$ cat config.mk
export PLATFORM = sky130hd
export DESIGN_NAME = mc_core
export DESIGN_NICKNAME = d
export VERILOG_FILES = /design/src/rtl/mc_core_pkg.sv /design/src/rtl/mc_decode.sv /design/src/rtl/mc_regfile.sv /design/src/rtl/mc_alu.sv /design/src/rtl/mc_seq.sv /design/src/rtl/mc_core.sv
export SDC_FILE = /design/constraint.sdc
export NUM_CORES = 2
export LEC_CHECK = 0
export BUFFER_PORTS_ARGS = -buffer_cell sky130_fd_sc_hd__buf_2
export CORE_ASPECT_RATIO = 2
export CORE_MARGIN = 2
export CORE_UTILIZATION = 50
export CTS_CLUSTER_DIAMETER = 60
export DETAILED_ROUTE_END_ITERATION = 8
export HOLD_SLACK_MARGIN = 0.08
export PLACE_DENSITY = 0.66
export SLEW_MARGIN = 5
export SYNTH_ARGS = -nofsm -noshare
export SYNTH_HDL_FRONTEND = slang
export SYNTH_SLANG_ARGS = --single-unit
$ cat constraint.sdc
create_clock -name clk -period 7 [get_ports clk]
set_input_delay 0.7 -clock clk [delete_from_list [all_inputs] [get_ports clk]]
set_output_delay 0.7 -clock clk [all_outputs]
set_load 0.05 [all_outputs]
$ cat src/rtl/mc_core_pkg.sv
package mc_core_pkg;

    localparam int XLEN = 32;
    localparam int RAW  = 5;
    localparam int OPW  = 6;
    localparam int FNW  = 11;
    localparam int IMMW = 16;

    // LSB-numbered field positions derived from the widths
    localparam int OP_LSB  = XLEN - OPW;
    localparam int RS1_LSB = OP_LSB - RAW;
    localparam int RS2_LSB = RS1_LSB - RAW;
    localparam int RDR_LSB = RS2_LSB - RAW;

    typedef logic [XLEN-1:0] word_t;
    typedef logic [RAW-1:0]  raddr_t;

    localparam word_t INSN_BYTES = word_t'(4);

    localparam logic [OPW-1:0] OPC_REG  = 6'h00;
    localparam logic [OPW-1:0] OPC_BRZ  = 6'h04;
    localparam logic [OPW-1:0] OPC_BRNZ = 6'h05;
    localparam logic [OPW-1:0] OPC_ADDI = 6'h08;
    localparam logic [OPW-1:0] OPC_SUBI = 6'h09;
    localparam logic [OPW-1:0] OPC_ANDI = 6'h0A;
    localparam logic [OPW-1:0] OPC_ORI  = 6'h0B;
    localparam logic [OPW-1:0] OPC_XORI = 6'h0C;
    localparam logic [OPW-1:0] OPC_LDW  = 6'h23;
    localparam logic [OPW-1:0] OPC_STW  = 6'h2B;
    localparam logic [OPW-1:0] OPC_STOP = 6'h3F;

    localparam logic [FNW-1:0] FN_ADD = 11'h001;
    localparam logic [FNW-1:0] FN_SUB = 11'h002;
    localparam logic [FNW-1:0] FN_AND = 11'h003;
    localparam logic [FNW-1:0] FN_OR  = 11'h004;
    localparam logic [FNW-1:0] FN_XOR = 11'h005;

    typedef enum logic [2:0] {
        S_IF, S_ID, S_EX, S_MEM, S_WB, S_HALT
    } state_e;

    typedef enum logic [2:0] {
        C_NOP, C_RR, C_RI, C_LD, C_ST, C_BR, C_HALT
    } iclass_e;

    typedef enum logic [2:0] {
        ALU_ADD, ALU_SUB, ALU_AND, ALU_OR, ALU_XOR
    } alu_op_e;

    typedef struct packed {
        iclass_e           cls;
        alu_op_e           op;
        logic              br_ne;
        raddr_t            rs1;
        raddr_t            rs2;
        raddr_t            rd;
        logic [IMMW-1:0]   imm;
    } dec_t;

    typedef struct packed {
        word_t pc;
        word_t npc;
        word_t ir;
        word_t a;
        word_t b;
        word_t imm;
        word_t alu;
        word_t lmd;
        logic  cond;
    } dp_t;

    function automatic word_t sext16(input logic [IMMW-1:0] v);
        return {{(XLEN-IMMW){v[IMMW-1]}}, v};
    endfunction

    function automatic dec_t decode(input word_t ir);
        dec_t d;
        d.cls   = C_NOP;
        d.op    = ALU_ADD;
        d.br_ne = 1'b0;
        d.rs1   = ir[RS1_LSB +: RAW];
        d.rs2   = ir[RS2_LSB +: RAW];
        d.rd    = ir[RS2_LSB +: RAW];
        d.imm   = ir[IMMW-1:0];
        unique case (ir[OP_LSB +: OPW])
            OPC_REG: begin
                d.rd  = ir[RDR_LSB +: RAW];
                d.cls = C_RR;
                unique case (ir[FNW-1:0])
                    FN_ADD:  d.op = ALU_ADD;
                    FN_SUB:  d.op = ALU_SUB;
                    FN_AND:  d.op = ALU_AND;
                    FN_OR:   d.op = ALU_OR;
                    FN_XOR:  d.op = ALU_XOR;
                    default: d.cls = C_NOP;
                endcase
            end
            OPC_ADDI: begin d.cls = C_RI; d.op = ALU_ADD; end
            OPC_SUBI: begin d.cls = C_RI; d.op = ALU_SUB; end
            OPC_ANDI: begin d.cls = C_RI; d.op = ALU_AND; end
            OPC_ORI:  begin d.cls = C_RI; d.op = ALU_OR;  end
            OPC_XORI: begin d.cls = C_RI; d.op = ALU_XOR; end
            OPC_LDW:  d.cls = C_LD;
            OPC_STW:  d.cls = C_ST;
            OPC_BRZ:  d.cls = C_BR;
            OPC_BRNZ: begin d.cls = C_BR; d.br_ne = 1'b1; end
            OPC_STOP: d.cls = C_HALT;
            default:  d.cls = C_NOP;
        endcase
        return d;
    endfunction

endpackage

$ cat src/rtl/mc_decode.sv
module mc_decode
    import mc_core_pkg::*;
(
    input  word_t ir,
    output dec_t  dec
);
    always_comb dec = decode(ir);
endmodule

$ cat src/rtl/mc_regfile.sv
module mc_regfile
    import mc_core_pkg::*;
#(
    parameter int AW = RAW,
    parameter int W  = XLEN
) (
    input  logic          clk,
    input  logic          rst,
    input  logic [AW-1:0] ra_a,
    input  logic [AW-1:0] ra_b,
    output logic [W-1:0]  rd_a,
    output logic [W-1:0]  rd_b,
    input  logic          we,
    input  logic [AW-1:0] wa,
    input  logic [W-1:0]  wd
);
    localparam int NREG = 1 << AW;

    logic [W-1:0] regs_q [NREG];

    always_ff @(posedge clk) begin
        if (rst) begin
            for (int i = 0; i < NREG; i++) regs_q[i] <= '0;
        end else if (we) begin
            regs_q[wa] <= wd;
        end
    end

    assign rd_a = regs_q[ra_a];
    assign rd_b = regs_q[ra_b];

    // the sequencer must never target entry zero
    p_no_zero_write_r9: assert property (@(posedge clk) disable iff (rst)
        we |-> (wa != '0));
endmodule

$ cat src/rtl/mc_alu.sv
module mc_alu
    import mc_core_pkg::*;
(
    input  alu_op_e op,
    input  word_t   a,
    input  word_t   b,
    output word_t   y
);
    always_comb begin
        unique case (op)
            ALU_ADD: y = a + b;
            ALU_SUB: y = a - b;
            ALU_AND: y = a & b;
            ALU_OR:  y = a | b;
            ALU_XOR: y = a ^ b;
            default: y = a + b;
        endcase
    end
endmodule

$ cat src/rtl/mc_seq.sv
module mc_seq
    import mc_core_pkg::*;
(
    input  logic   clk,
    input  logic   rst,
    input  dec_t   dec,
    output state_e state_o,
    output logic   rf_we_o
);
    state_e state_q, state_d;

    always_comb begin
        state_d = state_q;
        unique case (state_q)
            S_IF:   state_d = S_ID;
            S_ID:   state_d = (dec.cls == C_HALT) ? S_HALT : S_EX;
            S_EX:   state_d = S_MEM;
            S_MEM:  state_d = (dec.cls == C_LD) ? S_WB : S_IF;
            S_WB:   state_d = S_IF;
            S_HALT: state_d = S_HALT;
            default: state_d = S_IF;
        endcase
    end

    always_ff @(posedge clk) begin
        if (rst) state_q <= S_IF;
        else     state_q <= state_d;
    end

    logic alu_wb;
    assign alu_wb  = (state_q == S_MEM) && ((dec.cls == C_RR) || (dec.cls == C_RI));
    assign rf_we_o = (alu_wb || (state_q == S_WB)) && (dec.rd != '0);
    assign state_o = state_q;
endmodule

$ cat src/rtl/mc_core.sv
module mc_core
    import mc_core_pkg::*;
#(
    parameter logic [31:0] RESET_PC = 32'h0000_0000
) (
    input  logic        clk,
    input  logic        rst,
    output logic [31:0] imem_addr,
    input  logic [31:0] imem_rdata,
    output logic [31:0] dmem_addr,
    output logic [31:0] dmem_wdata,
    input  logic [31:0] dmem_rdata,
    output logic        dmem_re,
    output logic        dmem_we,
    output logic        done
);
    dp_t    dp_q;
    dec_t   dec;
    state_e state_q;
    logic   rf_we;
    word_t  rf_a, rf_b, rf_wd;
    word_t  alu_a, alu_b, alu_y;

    mc_decode u_dec (
        .ir  (dp_q.ir),
        .dec (dec)
    );

    mc_seq u_seq (
        .clk     (clk),
        .rst     (rst),
        .dec     (dec),
        .state_o (state_q),
        .rf_we_o (rf_we)
    );

    assign rf_wd = (state_q == S_WB) ? dp_q.lmd : dp_q.alu;

    mc_regfile #(.AW(RAW), .W(XLEN)) u_rf (
        .clk  (clk),
        .rst  (rst),
        .ra_a (dec.rs1),
        .ra_b (dec.rs2),
        .rd_a (rf_a),
        .rd_b (rf_b),
        .we   (rf_we),
        .wa   (dec.rd),
        .wd   (rf_wd)
    );

    // operand selection for the execute cycle
    always_comb begin
        alu_a = dp_q.a;
        alu_b = dp_q.imm;
        unique case (dec.cls)
            C_RR:    alu_b = dp_q.b;
            C_BR:    alu_a = dp_q.npc;
            default: ;
        endcase
    end

    mc_alu u_alu (
        .op (dec.op),
        .a  (alu_a),
        .b  (alu_b),
        .y  (alu_y)
    );

    always_ff @(posedge clk) begin
        if (rst) begin
            dp_q    <= '0;
            dp_q.pc <= RESET_PC;
        end else begin
            unique case (state_q)
                S_IF: begin
                    dp_q.ir  <= imem_rdata;
                    dp_q.npc <= dp_q.pc + INSN_BYTES;
                end
                S_ID: begin
                    dp_q.a   <= rf_a;
                    dp_q.b   <= rf_b;
                    dp_q.imm <= sext16(dec.imm);
                end
                S_EX: begin
                    dp_q.alu  <= alu_y;
                    dp_q.cond <= dec.br_ne ? (dp_q.a != '0) : (dp_q.a == '0);
                end
                S_MEM: begin
                    if (dec.cls == C_LD) dp_q.lmd <= dmem_rdata;
                    dp_q.pc <= ((dec.cls == C_BR) && dp_q.cond) ? dp_q.alu : dp_q.npc;
                end
                default: ;
            endcase
        end
    end

    assign imem_addr  = dp_q.pc;
    assign dmem_addr  = dp_q.alu;
    assign dmem_wdata = dp_q.b;
    assign dmem_re    = (state_q == S_MEM) && (dec.cls == C_LD);
    assign dmem_we    = (state_q == S_MEM) && (dec.cls == C_ST);
    assign done       = (state_q == S_HALT);

    // strobes exclusive
    p_strobe_excl_r12: assert property (@(posedge clk) disable iff (rst)
        !(dmem_re && dmem_we));

    // a strobe only in the cycle after execute
    p_strobe_after_ex_r12: assert property (@(posedge clk) disable iff (rst)
        (dmem_re || dmem_we) |-> ($past(state_q) == S_EX));

    // a read is followed by the write-back cycle
    p_load_wb_r5: assert property (@(posedge clk) disable iff (rst)
        dmem_re |=> (state_q == S_WB));

    // program counter moves only at the end of the memory cycle
    p_pc_hold_r8: assert property (@(posedge clk) disable iff (rst)
        (state_q != S_MEM) |=> $stable(imem_addr));

    // done is sticky and quiet
    p_done_sticky_r10: assert property (@(posedge clk) disable iff (rst)
        done |=> done);
    p_done_quiet_r10: assert property (@(posedge clk) disable iff (rst)
        done |-> (!dmem_re && !dmem_we));
endmodule

# Word level (Yosys, flattened, before mapping)
# Memories as Yosys holds them, arrays and structs flattened. A register that Yosys moved wholly into a read port is not among the register bits.
# Index checks and enable logic that the tools add are counted.
[word_totals]
ff_bits = 180
ram_bits = 1024
out_inout_bits = 99
memories = 1
[memory_table]
columns = ["name", "words", "word_bits", "rd", "rd_ports_with_merged_regs", "write_ports", "line_no", "source"]
rows = [
  ["u_rf.regs_q", 32, 32, 2, 2, 32, "mc_regfile.sv:19", "logic [W-1:0] regs_q [NREG];"],
]
[classes]
addsub = 3
eq_ne = 30
mux = 23
bitwise_logic = 3
n_reduce_logical = 17
[ops]
columns = ["op", "count"]
rows = [
  ["$mux W32", 5],
  ["$pmux W32 S4", 1],
  ["$add A32 B3 Y32 const B", 1],
  ["$add A32 B32 Y32", 1],
  ["$and A32 B32 Y32", 1],
  ["$logic_not A32 Y1", 1],
  ["$or A32 B32 Y32", 1],
  ["$reduce_bool A32 Y1", 1],
  ["$reduce_or A32 Y1", 1],
  ["$sub A32 B32 Y32", 1],
  ["$xor A32 B32 Y32", 1],
  ["$eq A6 B4 Y1 const B", 5],
  ["$pmux W3 S5", 2],
  ["$eq A11 B2 Y1 const B", 2],
  ["$eq A11 B3 Y1 const B", 2],
  ["$eq A3 B2 Y1 const B", 6],
  ["$eq A3 B3 Y1 const B", 6],
  ["$eq A6 B6 Y1 const B", 3],
  ["$pmux W3 S6", 1],
  ["$eq A6 B3 Y1 const B", 2],
  ["$pmux W3 S4", 1],
  ["$eq A11 B1 Y1 const B", 1],
  ["$mux W5", 2],
  ["$reduce_or A5 Y1", 2],
  ["other kinds (10)", 26],
]

# Logic depth before layout (Yosys ltp)
[logic_depth]
depth_word = 14
ltp_mapped = 26
ltp_nobuf = 21

# By module
# From an unflattened synthesis, not the netlist that was laid out.
[unflattened]
cells_unflattened = 6804
area_unflattened_um2 = 72485.8
[modules_own_cells]
columns = ["mod", "instances", "cells_each", "area_each_um2", "seq_area_each_um2"]
rows = [
  ["mc_regfile", 1, 4640, 56467.9, 30749.5],
  ["mc_core", 1, 1436, 10969.3, 4824.6],
  ["mc_alu", 1, 636, 4299.1, 0.0],
  ["mc_decode", 1, 70, 565.5, 0.0],
  ["mc_seq", 1, 22, 183.9, 60.1],
]

# Least setup slack after synthesis
# No wires, ideal clock.
[synth_path]
kind = "reg2reg"
from = "reg, netlist name dp_q[191]"
to = "reg dp_q (netlist bit dmem_addr[31])"
setup_ps = 101
t_arrival_ps = 5267
t_required_ps = 6899
slack_ps = 1632
stages_incl_launch_ff = 26
n_path_buf = 5
period_less_slack_ps = 5368
cell_sequence = "dfxtp_1 -> clkbuf_1 -> nor2_1 -> and4_1 -> buf_2 -> nand2_1 -> buf_2 -> buf_2 -> buf_1 -> mux2i_1 -> ha_1 -> inv_1 -> nor4_1 -> nand3_1 -> o21ai_0 -> xnor2_1 -> ha_1 -> nand4_1 -> or4_1 -> nand2b_1 -> a311oi_1 -> nor3_1 -> o211ai_1 -> o31ai_1 -> xnor2_1 -> o41ai_1"
[synth_via]
elab_chain_cells = 7
word_cells_on_any_way = 29
cone_classes = "2 x add/sub; 16 x eq/ne; 5 x mux; 3 x bitwise; 3 x reduce/logical"
[synth_lines]
columns = ["element", "line_no", "source"]
rows = [
  ["$eq A6 B4 Y1 / $eq A6 B3 Y1 (equally long branches)", "mc_core_pkg.sv:85", "unique case (ir[OP_LSB +: OPW])"],
  ["$reduce_or A5 Y1 (no line) / $reduce_or A2 Y1 (equally long branches)", "n/a", ""],
  ["$pmux W3 S6", "mc_core_pkg.sv:85", ""],
  ["$eq A3 B3 Y1 / $eq A3 B1 Y1 (equally long branches)", "mc_core.sv:55", "unique case (dec.cls)"],
  ["$mux W32", "mc_core.sv:55", ""],
  ["$add A32 B32 Y32, or another cell as far along", "mc_alu.sv:11, mc_alu.sv:16", ""],
  ["$pmux W32 S4 *", "mc_alu.sv:10", "unique case (op)"],
  ["end: declaration", "mc_core.sv:17", "dp_t dp_q;"],
]
# Every way passes the cells marked *; elsewhere a longest branch is shown, timed or not.
# A chain may end at the register's enable or synchronous reset.

# Final worst setup path
[layout_path]
from = "reg, netlist name dp_q[164]"
to = "reg dp_q (netlist bit dmem_addr[31])"
[layout_via]
elab_chain_cells = 8
word_cells_on_any_way = 24
cone_classes = "2 x add/sub; 11 x eq/ne; 7 x mux; 3 x bitwise; 1 x reduce/logical"
[layout_lines]
columns = ["element", "line_no", "source"]
rows = [
  ["$eq A11 B1 Y1, or another cell as far along", "mc_core_pkg.sv:89", "unique case (ir[FNW-1:0])"],
  ["$reduce_or A5 Y1 (no line)", "n/a", ""],
  ["$mux W1", "mc_core_pkg.sv:89", ""],
  ["$pmux W3 S6", "mc_core_pkg.sv:85", ""],
  ["$eq A3 B3 Y1 / $eq A3 B1 Y1 (equally long branches)", "mc_core.sv:55", ""],
  ["$mux W32", "mc_core.sv:55", ""],
  ["$add A32 B32 Y32, or another cell as far along", "mc_alu.sv:11, mc_alu.sv:16", ""],
  ["$pmux W32 S4 *", "mc_alu.sv:10", ""],
]
# Marked as above.

==> impl_summary.md <==
CTS
The root cell of the clock tree is sky130_fd_sc_hd__clkbuf_16. The post-CTS repair timing setup buffer count is 0. The number of buffers on the longest clock path is 3. The number of gates given a new drive strength after cts is 0. Counting every sink on the clock net gives between 1k and 1.5k. In this run, CTS created clock tree buffers numbering between 100 and 150. TritonCTS built the clock tree. The clock latency on the worst-skew pair is around 0.75 ns.

The number of H-tree levels is 3. The register clock-pin slew on the reported worst setup and hold paths is roughly 0.070 ns. After clock tree synthesis, the flow added hold-fix buffers numbering 0.

Timing
Setup violations remaining at the end of the flow were counted as 0. The largest clock skew in the final design is between 0.03 and 0.04 ns. The final cycle utilization of the critical path is 0.924. The count of pins over their slew limit was 0. The shortest clock period the worst path allows after layout is 6.47 ns. The summed negative setup slack over all endpoints is 0 ns. The worst pin sits at a relative slew slack of 0.0971. At the pin with the least slew margin, the transition time is ~1.3 ns.

The hold violation count in the final report is 0. Setup repair after global routing left no endpoint under its margin. The maximum frequency from static timing analysis is 0.155 GHz.

Routing
The DRC violation total after the first TritonRoute iteration is 5,779. The detail route stage leaves a number of antenna-violating nets equal to 0. The number of iterations in the first detailed-routing pass is 8. The final layout contains routed wiring with a total length of 230 mm. The via count is roughly 46k. Dividing the detail-routed via count by the number of cells gives ~6.7. The average routed wire per standard cell is ~33 microns. The residual DRC count is 0.

Yosys
The summed instance area of the synthesized netlist is 0.0666 sq mm. The async set-reset flop share out of synthesis is 0. After technology mapping, the gate count stands at 5,195. In the synthesized netlist the dominant register cell turns out to be sky130_fd_sc_hd__edfxtp_1. Of the post-synthesis cell area, the dominant cell type holds 0.462. Summed over all instances, the cell type with the most area after synthesis is sky130_fd_sc_hd__edfxtp_1. The share of the Yosys chip area taken by registers is 0.535. The total of flip-flops plus latches after synthesis is 1,268. Ranked by total cell area, the synthesized netlist is headed by sky130_fd_sc_hd__edfxtp_1 (46%), sky130_fd_sc_hd__mux4_2 (22%), sky130_fd_sc_hd__dfxtp_1 (7.3%). The number of distinct library cells after synthesis is 67. For this run, the number of Yosys warnings is 0.

A synthesized cell averages 12.8 sq um. Counting flops with a built-in enable in the synthesized netlist gives between 1k and 1.5k.

Pwr
IR analysis of the VDD net gives a maximum drop of 230 uV. The leakage power is 24.4 nW. The power per cell area is approximately 260 mW/mm^2.

Layout
From synthesis to final layout, the design area changed by 8.98%. The post-route cell area is between 0.07 and 0.08 sq mm. The filler cell count is about 11k. The net total in the final layout is approximately 5.3k. The layout cell share with drive strength beyond 1 is 0.243. The share of the core filled with cells is 0.548.

Hold path
The worst min-delay path category is input port to flip-flop.

Setup path
Traced cell by cell, the critical path runs through nor4_1, and4_1, a21oi_1, a21oi_1, inv_1, nor4_1, buf_4, nand3_1, buf_4, o21ai_0, xnor2_1, ha_1, buf_4, a21oi_1, o21ai_0, a21oi_1, o31ai_1, nor3_1, buf_4, o211ai_1, o31ai_1, xnor2_1, o41ai_1. The worst setup path is of the flip-flop to flip-flop kind. Grouping stages by cell kind, the critical path spends the most delay in compound AO/OA/AOI/OAI gates. The worst setup path is launched from a flip-flop. The worst register-to-register path has a setup slack of roughly 0.53 ns. The arrival time reported for the critical path endpoint is roughly 7.1 ns. The peak per-stage delay on the critical path is between 0.7 and 0.8 ns. The critical path contains buffers and inverters numbering 5 combined. Among all stages on the critical path, the largest delay is contributed by sky130_fd_sc_hd__nor3_1. Along the worst path, the maximum fanout reaches 5.

STA classifies the critical path endpoint as a flip-flop. For the worst setup path, the data required time is 7.65 ns.

Global route
The global-route wire length before repair is between 300 and 400 mm. In this run the most used layer during global routing was met2. The number of antenna violations at the first check in global routing is 6. The met1 layer usage reported by global route is 0.371. Entering global routing, the biggest net connects approximately 120 pins.

The met3 track utilization from global routing is 0.0699. Across every metal layer, demand over resource in global routing totals 0.337. In the global route stage, met2 resource usage came out at 0.577. The number of global-route vias before repair is between 40k and 50k. Summed over all layers, the global routing overflow is 0.

Run
The number of maximum-capacitance violations is 0.

Run status
The flow ran to the end, and the final reports show no timing, DRC or antenna violations.

Floorplan
The floorplan step defined a die boundary enclosing 0.136 sq mm. During I/O placement, the number of pins put on the boundary was roughly 170. Measured along the x axis, the die boundary spans around 260 microns. For this configuration, the core starts out at a cell density of 0.503. The die is between 500 and 600 microns tall. The initialized floorplan defines roughly 190 standard-cell rows. The floorplan step defined a core boundary enclosing ~0.13 sq mm.

Placement
The final estimated routing congestion in global placement is slightly below 1. The post-detailed-placement cell area is 0.0691 sq mm. Port buffering added around 160 buffers. The HPWL after detailed placement is approximately 150 mm.
where the power goes:
part	switching, W	leakage, nW	internal (W)	total, W
clock	0.00290	1.71	0.00327	0.00617
sequential	0.000360	12.6	0.00844	0.00880
combinational	0.00240	10.1	0.00142	0.00382
total	0.00567	24.4	0.0131	0.0188
worst reg2reg max path, stage by stage (launching register included):
cell and delay [ns]:
sky130_fd_sc_hd__dfxtp_1 0.34, sky130_fd_sc_hd__nor4_1 0.49, sky130_fd_sc_hd__and4_1 0.36, sky130_fd_sc_hd__a21oi_1 0.13
sky130_fd_sc_hd__a21oi_1 0.51, sky130_fd_sc_hd__inv_1 0.36, sky130_fd_sc_hd__nor4_1 0.34, sky130_fd_sc_hd__buf_4 0.17
sky130_fd_sc_hd__nand3_1 0.08, sky130_fd_sc_hd__buf_4 0.18, sky130_fd_sc_hd__o21ai_0 0.35, sky130_fd_sc_hd__xnor2_1 0.12
sky130_fd_sc_hd__ha_1 0.32, sky130_fd_sc_hd__buf_4 0.16, sky130_fd_sc_hd__a21oi_1 0.11, sky130_fd_sc_hd__o21ai_0 0.15
sky130_fd_sc_hd__a21oi_1 0.32, sky130_fd_sc_hd__o31ai_1 0.16, sky130_fd_sc_hd__nor3_1 0.78, sky130_fd_sc_hd__buf_4 0.25
sky130_fd_sc_hd__o211ai_1 0.11, sky130_fd_sc_hd__o31ai_1 0.27, sky130_fd_sc_hd__xnor2_1 0.11, sky130_fd_sc_hd__o41ai_1 0.21
flip-flops by register name, summed over array words and instances, names as in the netlist:
signal	flops
u_seq.state_o	3
dp_q	145
dmem_wdata	32
u_rf.regs_q	1024
dmem_addr	32
imem_addr	32
cell families after synthesis:
kind of cell	after synthesis	share of synthesized area
adder cells (fa/ha/maj)	98	0.0185
multiplexers	760	0.234
buffers and inverters	668	0.0436
AO/OA/AOI/OAI	517	0.0498
other	1	0.0000563
AND/OR/NAND/NOR	1810	0.109
XOR/XNOR	73	0.00960
flip-flops	1268	0.535
cell usage in the layout, fill, tap and decap left out, drive strengths merged, types with 58 or more instances in the layout:
| master | instances |
|---|---|
| a211oi | 58 |
| a21oi | 201 |
| a311oi | 73 |
| buf | 332 |
| clkbuf | 126 |
| dfxtp | 244 |
| edfxtp | 1024 |
| ha | 97 |
| inv | 90 |
| mux2i | 119 |
| mux4 | 640 |
| nand2 | 392 |
| nor2 | 1209 |
| o21ai | 80 |
synthesized netlist by cell type (4+ instances only):
master                     instances
sky130_fd_sc_hd__o22ai_1           4
sky130_fd_sc_hd__ha_1             97
sky130_fd_sc_hd__nor2_1         1209
sky130_fd_sc_hd__nand3b_1          5
sky130_fd_sc_hd__o21a_1            7
sky130_fd_sc_hd__or2_2             5
sky130_fd_sc_hd__inv_1            85
sky130_fd_sc_hd__a211oi_1         58
sky130_fd_sc_hd__o31ai_1           6
sky130_fd_sc_hd__o211ai_1          9
sky130_fd_sc_hd__nor4b_1           4
sky130_fd_sc_hd__nand2b_1         17
sky130_fd_sc_hd__nor2b_1           7
sky130_fd_sc_hd__a311oi_1         73
sky130_fd_sc_hd__clkbuf_1        386
sky130_fd_sc_hd__buf_2            13
sky130_fd_sc_hd__buf_4            96
sky130_fd_sc_hd__buf_1            84
sky130_fd_sc_hd__a21oi_1         201
sky130_fd_sc_hd__o21ai_0          78
sky130_fd_sc_hd__a31oi_1          13
sky130_fd_sc_hd__a22oi_1           4
sky130_fd_sc_hd__a221oi_1         22
sky130_fd_sc_hd__mux2i_1         119
sky130_fd_sc_hd__dfxtp_1         244
sky130_fd_sc_hd__nor4_1           25
sky130_fd_sc_hd__xor2_1           25
sky130_fd_sc_hd__and3_1            7
sky130_fd_sc_hd__nand2_1         391
sky130_fd_sc_hd__mux4_2          640
sky130_fd_sc_hd__nor3_1           22
sky130_fd_sc_hd__o41ai_1           4
sky130_fd_sc_hd__and2_1           10
sky130_fd_sc_hd__or4_1             4
sky130_fd_sc_hd__edfxtp_1       1024
sky130_fd_sc_hd__nand4_1          16
sky130_fd_sc_hd__xnor2_1          48
sky130_fd_sc_hd__a211o_1           4
sky130_fd_sc_hd__or3_1            18
sky130_fd_sc_hd__o21bai_1          7
sky130_fd_sc_hd__a21o_1            6
sky130_fd_sc_hd__nand3_1          57
stage by stage:
stage,hold WS [ns],worst slack [ns],std cells,total power (W)
floorplan,0.436,1.63,5226,0.0114
global placement,0.454,0.476,6695,0.0127
detailed placement,0.461,0.624,6695,0.0127
CTS,0.151,0.584,6897,0.0188
global route,0.174,0.241,6900,0.0193
finish,0.194,0.533,6900,0.0188
final timing paths:
kind	start	to	depth (start not counted)
hold reg to reg	dp_q[22]	dp_q[22]	2
hold / removal	imem_rdata[9]	dp_q[170]	3
setup reg to reg	dp_q[164]	dmem_addr[31]	23
setup / recovery	dp_q[164]	dmem_addr[31]	23
layout make-up:
class                      count  area [sq um]  share of cell area
clock buffer                 126          2820              0.0389
multi-input combinational   3290         28700               0.396
antenna                        3          7.51            0.000103
timing repair buffer         332          2200              0.0304
clock inverter                76           697             0.00960
tap                         1719          2150              0.0296
sequential                  1268         35700               0.491
inverter                      86           323             0.00445
metal layers:
layer	part of all wire	wire, microns
met4	0.083	19200
met2	0.51	117000
met5	0.000091	21
met3	0.10	23500
met1	0.31	70500
Note: power is estimated with default switching activity, not from simulation.
